--- config.mk ---
export PLATFORM = sky130hd
export DESIGN_NAME = irq_prio_ctrl
export DESIGN_NICKNAME = d
export VERILOG_FILES = /design/src/rtl/irq_prio_pkg.sv /design/src/rtl/irq_rst_sync.sv /design/src/rtl/irq_mask_reg.sv /design/src/rtl/irq_prio_pick.sv /design/src/rtl/irq_read_mux.sv /design/src/rtl/irq_prio_ctrl.sv
export SDC_FILE = /design/constraint.sdc
export NUM_CORES = 1
export LEC_CHECK = 0
export BUFFER_PORTS_ARGS = -buffer_cell sky130_fd_sc_hd__buf_4
export CAP_MARGIN = 20
export CORE_MARGIN = 1.5
export CORE_UTILIZATION = 35
export DETAILED_ROUTE_END_ITERATION = 8
export GPL_ROUTABILITY_DRIVEN = 0
export PLACE_DENSITY_LB_ADDON = 0.1
export SETUP_SLACK_MARGIN = 0.05
export SLEW_MARGIN = 20
export SYNTH_ARGS = -nofsm -noshare
export SYNTH_HDL_FRONTEND = slang
export SYNTH_SLANG_ARGS = --single-unit
--- constraint.sdc ---
create_clock -name clk -period 2.7 [get_ports clk]
set_clock_uncertainty 0.1 [all_clocks]
set_input_delay 0.27 -clock clk [delete_from_list [all_inputs] [get_ports clk]]
set_output_delay 0.27 -clock clk [all_outputs]
set_load 0.02 [all_outputs]
--- src/rtl/irq_prio_pkg.sv ---
package irq_prio_pkg;
  // Word index of each register, taken from byte address bits [4:2].
  typedef enum logic [2:0] {
    RI_MASK   = 3'd0,
    RI_SET    = 3'd1,
    RI_CLR    = 3'd2,
    RI_RAW    = 3'd3,
    RI_ONEHOT = 3'd4,
    RI_NUM    = 3'd5,
    RI_SPARE6 = 3'd6,
    RI_SPARE7 = 3'd7
  } reg_idx_e;
endpackage

--- src/rtl/irq_rst_sync.sv ---
module irq_rst_sync #(
  parameter int STAGES = 2
) (
  input  logic clk,
  input  logic rst_n,
  output logic rst_core_n
);
  logic [STAGES-1:0] sync_q;
  logic [STAGES-1:0] sync_d;

  always_comb begin
    sync_d = {sync_q[STAGES-2:0], 1'b1};
  end

  always_ff @(posedge clk or negedge rst_n) begin
    if (!rst_n) sync_q <= '0;
    else        sync_q <= sync_d;
  end

  assign rst_core_n = sync_q[STAGES-1];
endmodule

--- src/rtl/irq_mask_reg.sv ---
module irq_mask_reg #(
  parameter int N_LINES = 32
) (
  input  logic               clk,
  input  logic               rst_core_n,
  input  logic               set_we,
  input  logic               clr_we,
  input  logic [N_LINES-1:0] bits,
  output logic [N_LINES-1:0] mask
);
  logic [N_LINES-1:0] mask_q;
  logic [N_LINES-1:0] mask_d;
  logic               mask_en;

  always_comb begin
    mask_en = set_we | clr_we;
    mask_d  = mask_q;
    if (set_we)      mask_d = mask_q | bits;
    else if (clr_we) mask_d = mask_q & ~bits;
  end

  always_ff @(posedge clk or negedge rst_core_n) begin
    if (!rst_core_n)  mask_q <= '1;
    else if (mask_en) mask_q <= mask_d;
  end

  assign mask = mask_q;
endmodule

--- src/rtl/irq_prio_pick.sv ---
module irq_prio_pick #(
  parameter int N_LINES = 32,
  parameter int DATA_W  = 32
) (
  input  logic [N_LINES-1:0] pend,
  output logic [N_LINES-1:0] onehot,
  output logic [DATA_W-1:0]  num_word,
  output logic               any
);
  // seen[g] is high when some line below g is pending.
  logic [N_LINES:0]  seen;
  logic [DATA_W-1:0] num_or;

  assign seen[0] = 1'b0;

  genvar g;
  generate
    for (g = 0; g < N_LINES; g++) begin : g_chain
      assign seen[g+1]  = seen[g] | pend[g];
      assign onehot[g]  = pend[g] & ~seen[g];
    end
  endgenerate

  always_comb begin
    num_or = '0;
    for (int i = 0; i < N_LINES; i++) begin
      if (onehot[i]) num_or = num_or | DATA_W'(i);
    end
  end

  assign any      = seen[N_LINES];
  assign num_word = any ? num_or : '1;
endmodule

--- src/rtl/irq_read_mux.sv ---
module irq_read_mux
  import irq_prio_pkg::*;
#(
  parameter int N_LINES = 32,
  parameter int DATA_W  = 32
) (
  input  logic               clk,
  input  logic               rst_core_n,
  input  logic               rd_en,
  input  logic [2:0]         idx,
  input  logic [N_LINES-1:0] mask,
  input  logic [N_LINES-1:0] raw,
  input  logic [N_LINES-1:0] onehot,
  input  logic [DATA_W-1:0]  num_word,
  output logic [DATA_W-1:0]  rdata
);
  logic [DATA_W-1:0] rdata_q;
  logic [DATA_W-1:0] rdata_d;

  always_comb begin
    unique case (reg_idx_e'(idx))
      RI_MASK:   rdata_d = DATA_W'(mask);
      RI_RAW:    rdata_d = DATA_W'(raw);
      RI_ONEHOT: rdata_d = DATA_W'(onehot);
      RI_NUM:    rdata_d = num_word;
      default:   rdata_d = '0;
    endcase
  end

  always_ff @(posedge clk or negedge rst_core_n) begin
    if (!rst_core_n) rdata_q <= '0;
    else if (rd_en)  rdata_q <= rdata_d;
  end

  assign rdata = rdata_q;
endmodule

--- src/rtl/irq_prio_ctrl.sv ---
module irq_prio_ctrl
  import irq_prio_pkg::*;
#(
  parameter int N_LINES = 32,
  parameter int DATA_W  = 32,
  parameter int ADDR_W  = 5
) (
  input  logic              clk,
  input  logic              rst_n,
  input  logic              bus_wr_en,
  input  logic              bus_rd_en,
  input  logic [ADDR_W-1:0] bus_addr,
  input  logic [DATA_W-1:0] bus_wdata,
  output logic [DATA_W-1:0] bus_rdata,
  input  logic [N_LINES-1:0] irq_lines,
  output logic              cpu_irq
);
  localparam int IDX_W = 3;

  logic               rst_core_n;
  logic [IDX_W-1:0]   idx;
  logic               set_we;
  logic               clr_we;
  logic [N_LINES-1:0] mask;
  logic [N_LINES-1:0] pend;
  logic [N_LINES-1:0] win_onehot;
  logic [DATA_W-1:0]  win_num;
  logic               win_any;

  irq_rst_sync #(.STAGES(2)) u_rst (
    .clk(clk), .rst_n(rst_n), .rst_core_n(rst_core_n)
  );

  always_comb begin
    idx    = bus_addr[IDX_W+1:2];
    set_we = bus_wr_en && (reg_idx_e'(idx) == RI_SET);
    clr_we = bus_wr_en && (reg_idx_e'(idx) == RI_CLR);
    pend   = irq_lines & ~mask;
  end

  irq_mask_reg #(.N_LINES(N_LINES)) u_mask (
    .clk(clk), .rst_core_n(rst_core_n), .set_we(set_we), .clr_we(clr_we),
    .bits(bus_wdata[N_LINES-1:0]), .mask(mask)
  );

  irq_prio_pick #(.N_LINES(N_LINES), .DATA_W(DATA_W)) u_pick (
    .pend(pend), .onehot(win_onehot), .num_word(win_num), .any(win_any)
  );

  irq_read_mux #(.N_LINES(N_LINES), .DATA_W(DATA_W)) u_rd (
    .clk(clk), .rst_core_n(rst_core_n), .rd_en(bus_rd_en), .idx(idx),
    .mask(mask), .raw(irq_lines), .onehot(win_onehot), .num_word(win_num),
    .rdata(bus_rdata)
  );

  assign cpu_irq = win_any;
endmodule

-- Word level (Yosys, flattened, before mapping)
Cells that the tools add are included.
- bits of input ports: 73
- ROM bits: 0
- register bits after elaboration: 66
- output and inout port bits: 33
- bits in latches: 0
- RAM bits: 0
- memories kept: 0
- logic and storage cells: 148
- add/subtract/negate cells: 0
- mux-type cells: 36
- $lt $le $gt $ge: 0
- equality and inequality tests: 5
- bitwise operators: 99
- divide/modulo/power cells: 0
- reduce and logical (&&, ||, !) cells: 5
- shift-type cells: 0
- $mul: 0
- operator list (operator ; number):
    2-to-1 mux 32 bit ; 4
    case mux 32 bit (4 select lines) ; 1
    2-to-1 mux 5 bit ; 16
    AND 32 bit ; 2
    NOT 32 bit ; 2
    2-to-1 mux 4 bit ; 8
    OR 1 bit ; 32
    OR 32 bit ; 1
    AND 1 bit ; 31
    NOT 1 bit ; 31
    2-to-1 mux 3 bit ; 4
    == test 3 x 2 -> 1 bit (second input constant) ; 2
    == test 3 bit (second input constant) ; 2
    2-to-1 mux 2 bit ; 2
    == test 3 x 1 -> 1 bit (second input constant) ; 1
    logical NOT 3 bit ; 1
    logical AND 1 bit ; 2
    AND reduction 2 bit ; 1
    nonzero test 2 bit ; 1
    2-to-1 mux 1 bit ; 1

-- Depth between registers and ports, before layout
- word-level depth: 37
- mapped depth: 9
- depth with buffers taken out: 7

-- Hierarchy
From an unflattened synthesis, not the netlist that was laid out.
- cell total of the unflattened synthesis: 463
- area total of the unflattened synthesis: 4496.8 um^2
- modules (own cells, without submodules) (module ; cells an instance ; times used ; sequential area each (um^2) ; area each (um^2)):
    irq_read_mux ; 189 ; 1 ; 800.8 ; 2050.7
    irq_mask_reg ; 102 ; 1 ; 840.8 ; 1290.0
    irq_prio_pick ; 135 ; 1 ; 0.0 ; 877.1
    irq_prio_ctrl ; 34 ; 1 ; 0.0 ; 225.2
    irq_rst_sync ; 3 ; 1 ; 50.0 ; 53.8

-- Least setup slack after synthesis
Ideal clock, no wire load.
- path kind: reg2reg
- start point: register (tool-made name)
- end point: register u_rd.rdata_q[27], in the netlist u_rd.rdata[27]
- data arrival time: 2.095 ns
- data required time: 2.514 ns
- period minus slack after synthesis: 2.282 ns
- cell stages (with the launch flop): 10
- library setup time: 0.086 ns
- path buffers: 2
- slack: 0.418 ns
- cells stage by stage: dfstp_2 nand2b_1 nand4_2 or4_4 nor2b_4 and4_1 buf_4 buf_8 a21oi_2 o221ai_2
- RTL lines (item ; line ; RTL):
    end signal: assignment ; irq_read_mux.sv:32 ; else if (rd_en) rdata_q <= rdata_d;
    end: declaration ; irq_read_mux.sv:17 ; logic [DATA_W-1:0] rdata_q;

==> summary.md <==
| Metric | Value |
|---|---|
| Outcome | finished, final reports clean |
| Initial DRC count | 312 |
| WL final | 13.7 mm |
| Area Growth Syn to Fin | 37.8% |
| DRC | 0 |
| Filler cells | 1120 |
| Core Util, Final | 49.2% |
| Setup ws final | 0.0813 ns |
| Gate Count Post-Synth | 447 |
| Final hold violation count | 0 |
| Adder-Cell Fraction of Synth Area | 0% |
| Worst hold path type | input pin to flop |
| Placed Cells incl. Taps | 691 |
| CTS buffer count | 9 |
| Post-DP Area | 5080 um^2 |
| Die area | 12200 um^2 |
| Row count | 39 |
| Hold Crit Start | bus_wdata[15] |
| Post-synthesis compound-gate area fraction | 26.9% |
| Antenna cells | 0 |
| Max VDD drop | 0.478 mV |
| Sequential fraction of the synthesis area | 41.9% |
| Most frequent cells in the layout | 133 x buf_4, 66 x nand2_1, 48 x a22o_1 |
| Post-DP HPWL | 9.96 mm |
| Register area | 1690 um^2 |
| Most frequent CP cell | buf_6 |
| Pwr/cell area | 597 nW/um^2 |
| Slew headroom | 52.8% |
| Clock Sinks | 66 |
| Ratio of cells with drive above 1 in the final layout | 37.9% |
| DRT Pass-1 Iters | 5 |
| Maxcap violations | 0 |
| Pleak | 2.46 nW |
| Period utilisation layout | 97.0% |
| Avg Cell Area, Syn | 9.04 um^2 |
| FMAX | 382 MHz |
| Final Cell Area | 5570 um^2 |
| Largest family of logic cells by synthesized area | simple AND/OR/NAND/NOR gates |
| # IOs | 106 |
| Routed vias/inst | 5.66 |
| Commonest non-fill, non-tap cell in the layout | buf_4 |
| Period minus WS final | 2.62 ns |
| Count of final setup violators | 0 |
| WP data arrival | 2.25 ns |
| Initial antenna violation count | 0 |
| Number of synthesized flops with an enable pin | 0 |
| Vias in the first global route | 4059 |
| Die width | 110 um |
| Mux contribution to synthesized area | 0.774% |
| Global-route wire length before repair | 22.0 mm |
| CP delay by family, top | simple AND/OR/NAND/NOR gates |
| Syn Nets | 520 |
| XOR/XNOR share of the synthesized area | 0.217% |
| Multi-input combinational cell area | 2350 um^2 |
| Crit-path max FO | 5 |
| Max Slew Vio Count | 0 |
| Clock latency at the later pin of the worst-skew pair | 0.35 ns |
| Wire per inst | 19.1 um |
| Buf+Inv Stages, Crit Path | 2 |
| Worst-Margin Slew | 0.708 ns |
| Non-filler cells, final | 716 |
| Yosys reg bits | 66 |
| Synth unique cells | 65 |
| Req. time, crit path | 2.33 ns |
| Max incr delay on CP | 0.57 ns |
| Overall power | 3.32 mW |
| CTS clk-pin slew, worst paths | 0.06 ns |
| Final antenna-violating net count | 0 |
| Post-synth ARST share | 100% |
| Top FF cell, synth | dfrtp_1 |
| Clock Tree Root | clkbuf_16 |
| CP Cell Sequence | nor2b_1 > nor4_2 > nand2_2 > nor3_4 > buf_6 > nand3_2 > buf_6 |
| Largest net degree at the start of global routing | 33 |
| Worst Setup Path Type | flop to primary output |
| Hold WS | 0.0554 ns |
| Vias post-DR | 4053 |
| Grt total ovfl | 0 |
| CP Launch Type | flop |
| All-layer global routing usage | 23.0% |
| Post-Syn Area | 4040 um^2 |
| YS warnings | 0 |
| Worst setup EP type | primary output |
| H-tree depth | 3 |
| CTS Buffer Depth | 2 |
| CP max-delay cell | dfstp_2 |
| Simple-gate share of the synthesized area | 26.9% |
| Height of the die | 110 um |
| Fin nets | 641 |
| Setup WS pre-CTS | 0.0903 ns |
| Port Buffers | 103 |
| RSZ-0062 raised after global routing | true |
| Core area | 11300 um^2 |
| Starting Density | 35.7% |
| Final setup TNS | 0 ns |
| CTS tree | done |
final timing paths:
kind                            slack, ns  depth (start not counted)                    endpoint
worst max-delay path                 0.08                          7                     cpu_irq
worst min-delay path                 0.06                          2                        flop
worst max register to register       0.16                          7               u_rd.rdata[2]
worst min register to register       0.22                          0               u_rd.rdata[0]
max in group asynchronous            1.47                          1  asynchronous set/reset pin
min in group asynchronous            0.14                          2             u_rst.sync_q[1]
cell usage after synthesis (all sizes together) (5+ instances only):
cell type	count	area (um^2)
nand2	68	255
nor2	22	82.6
nand3	21	105
dfstp	32	841
o2bb2ai	9	78.8
a211oi	5	37.5
o21ai	20	100
nand2b	20	125
buf	6	42.5
dfrtp	34	851
nor2b	20	133
a22oi	5	37.5
a21oi	20	104
nor4	9	68.8
a22o	48	420
o211ai	5	37.5
nand4	5	37.5
o221ai	6	65.1
clkbuf	20	75.1
nor3	13	75.1
what timing repair did:
action / in CTS / in global routing
buffers inserted: 8 / 0
resized for setup: 14 / 6
hold buffers: 1 / 0
pin swaps: 2 / 1
endpoints found under the setup margin: 1 / 5
hold endpoints to repair: 2 / 0
layer usage:
metal	track usage (%)	routed length, um
met5	0	0
met4	7.35	204
met3	5.16	822
met2	36.7	6530
met1	31.0	6110
power by group:
group	switching, mW	internal (mW)	total, mW
clock	0.463	0.760	1.22
combinational	0.396	0.377	0.773
sequential	0.136	1.19	1.33
total	0.995	2.33	3.32
kinds of logic after synthesis:
group / count (synthesis)
AND/OR/NAND/NOR: 204
AO/OA/AOI/OAI: 143
flip-flops: 66
buffers and inverters: 29
multiplexers: 3
XOR/XNOR: 1
other: 1
final cells by class:
class | instances | area share (%)
clock buffer | 11 | 4.54
multi-input combinational | 352 | 42.2
clock inverter | 5 | 0.944
inverter | 3 | 0.202
tap | 143 | 3.21
sequential | 66 | 30.4
timing repair buffer | 136 | 18.5
Power figures use the tool's default switching activity.
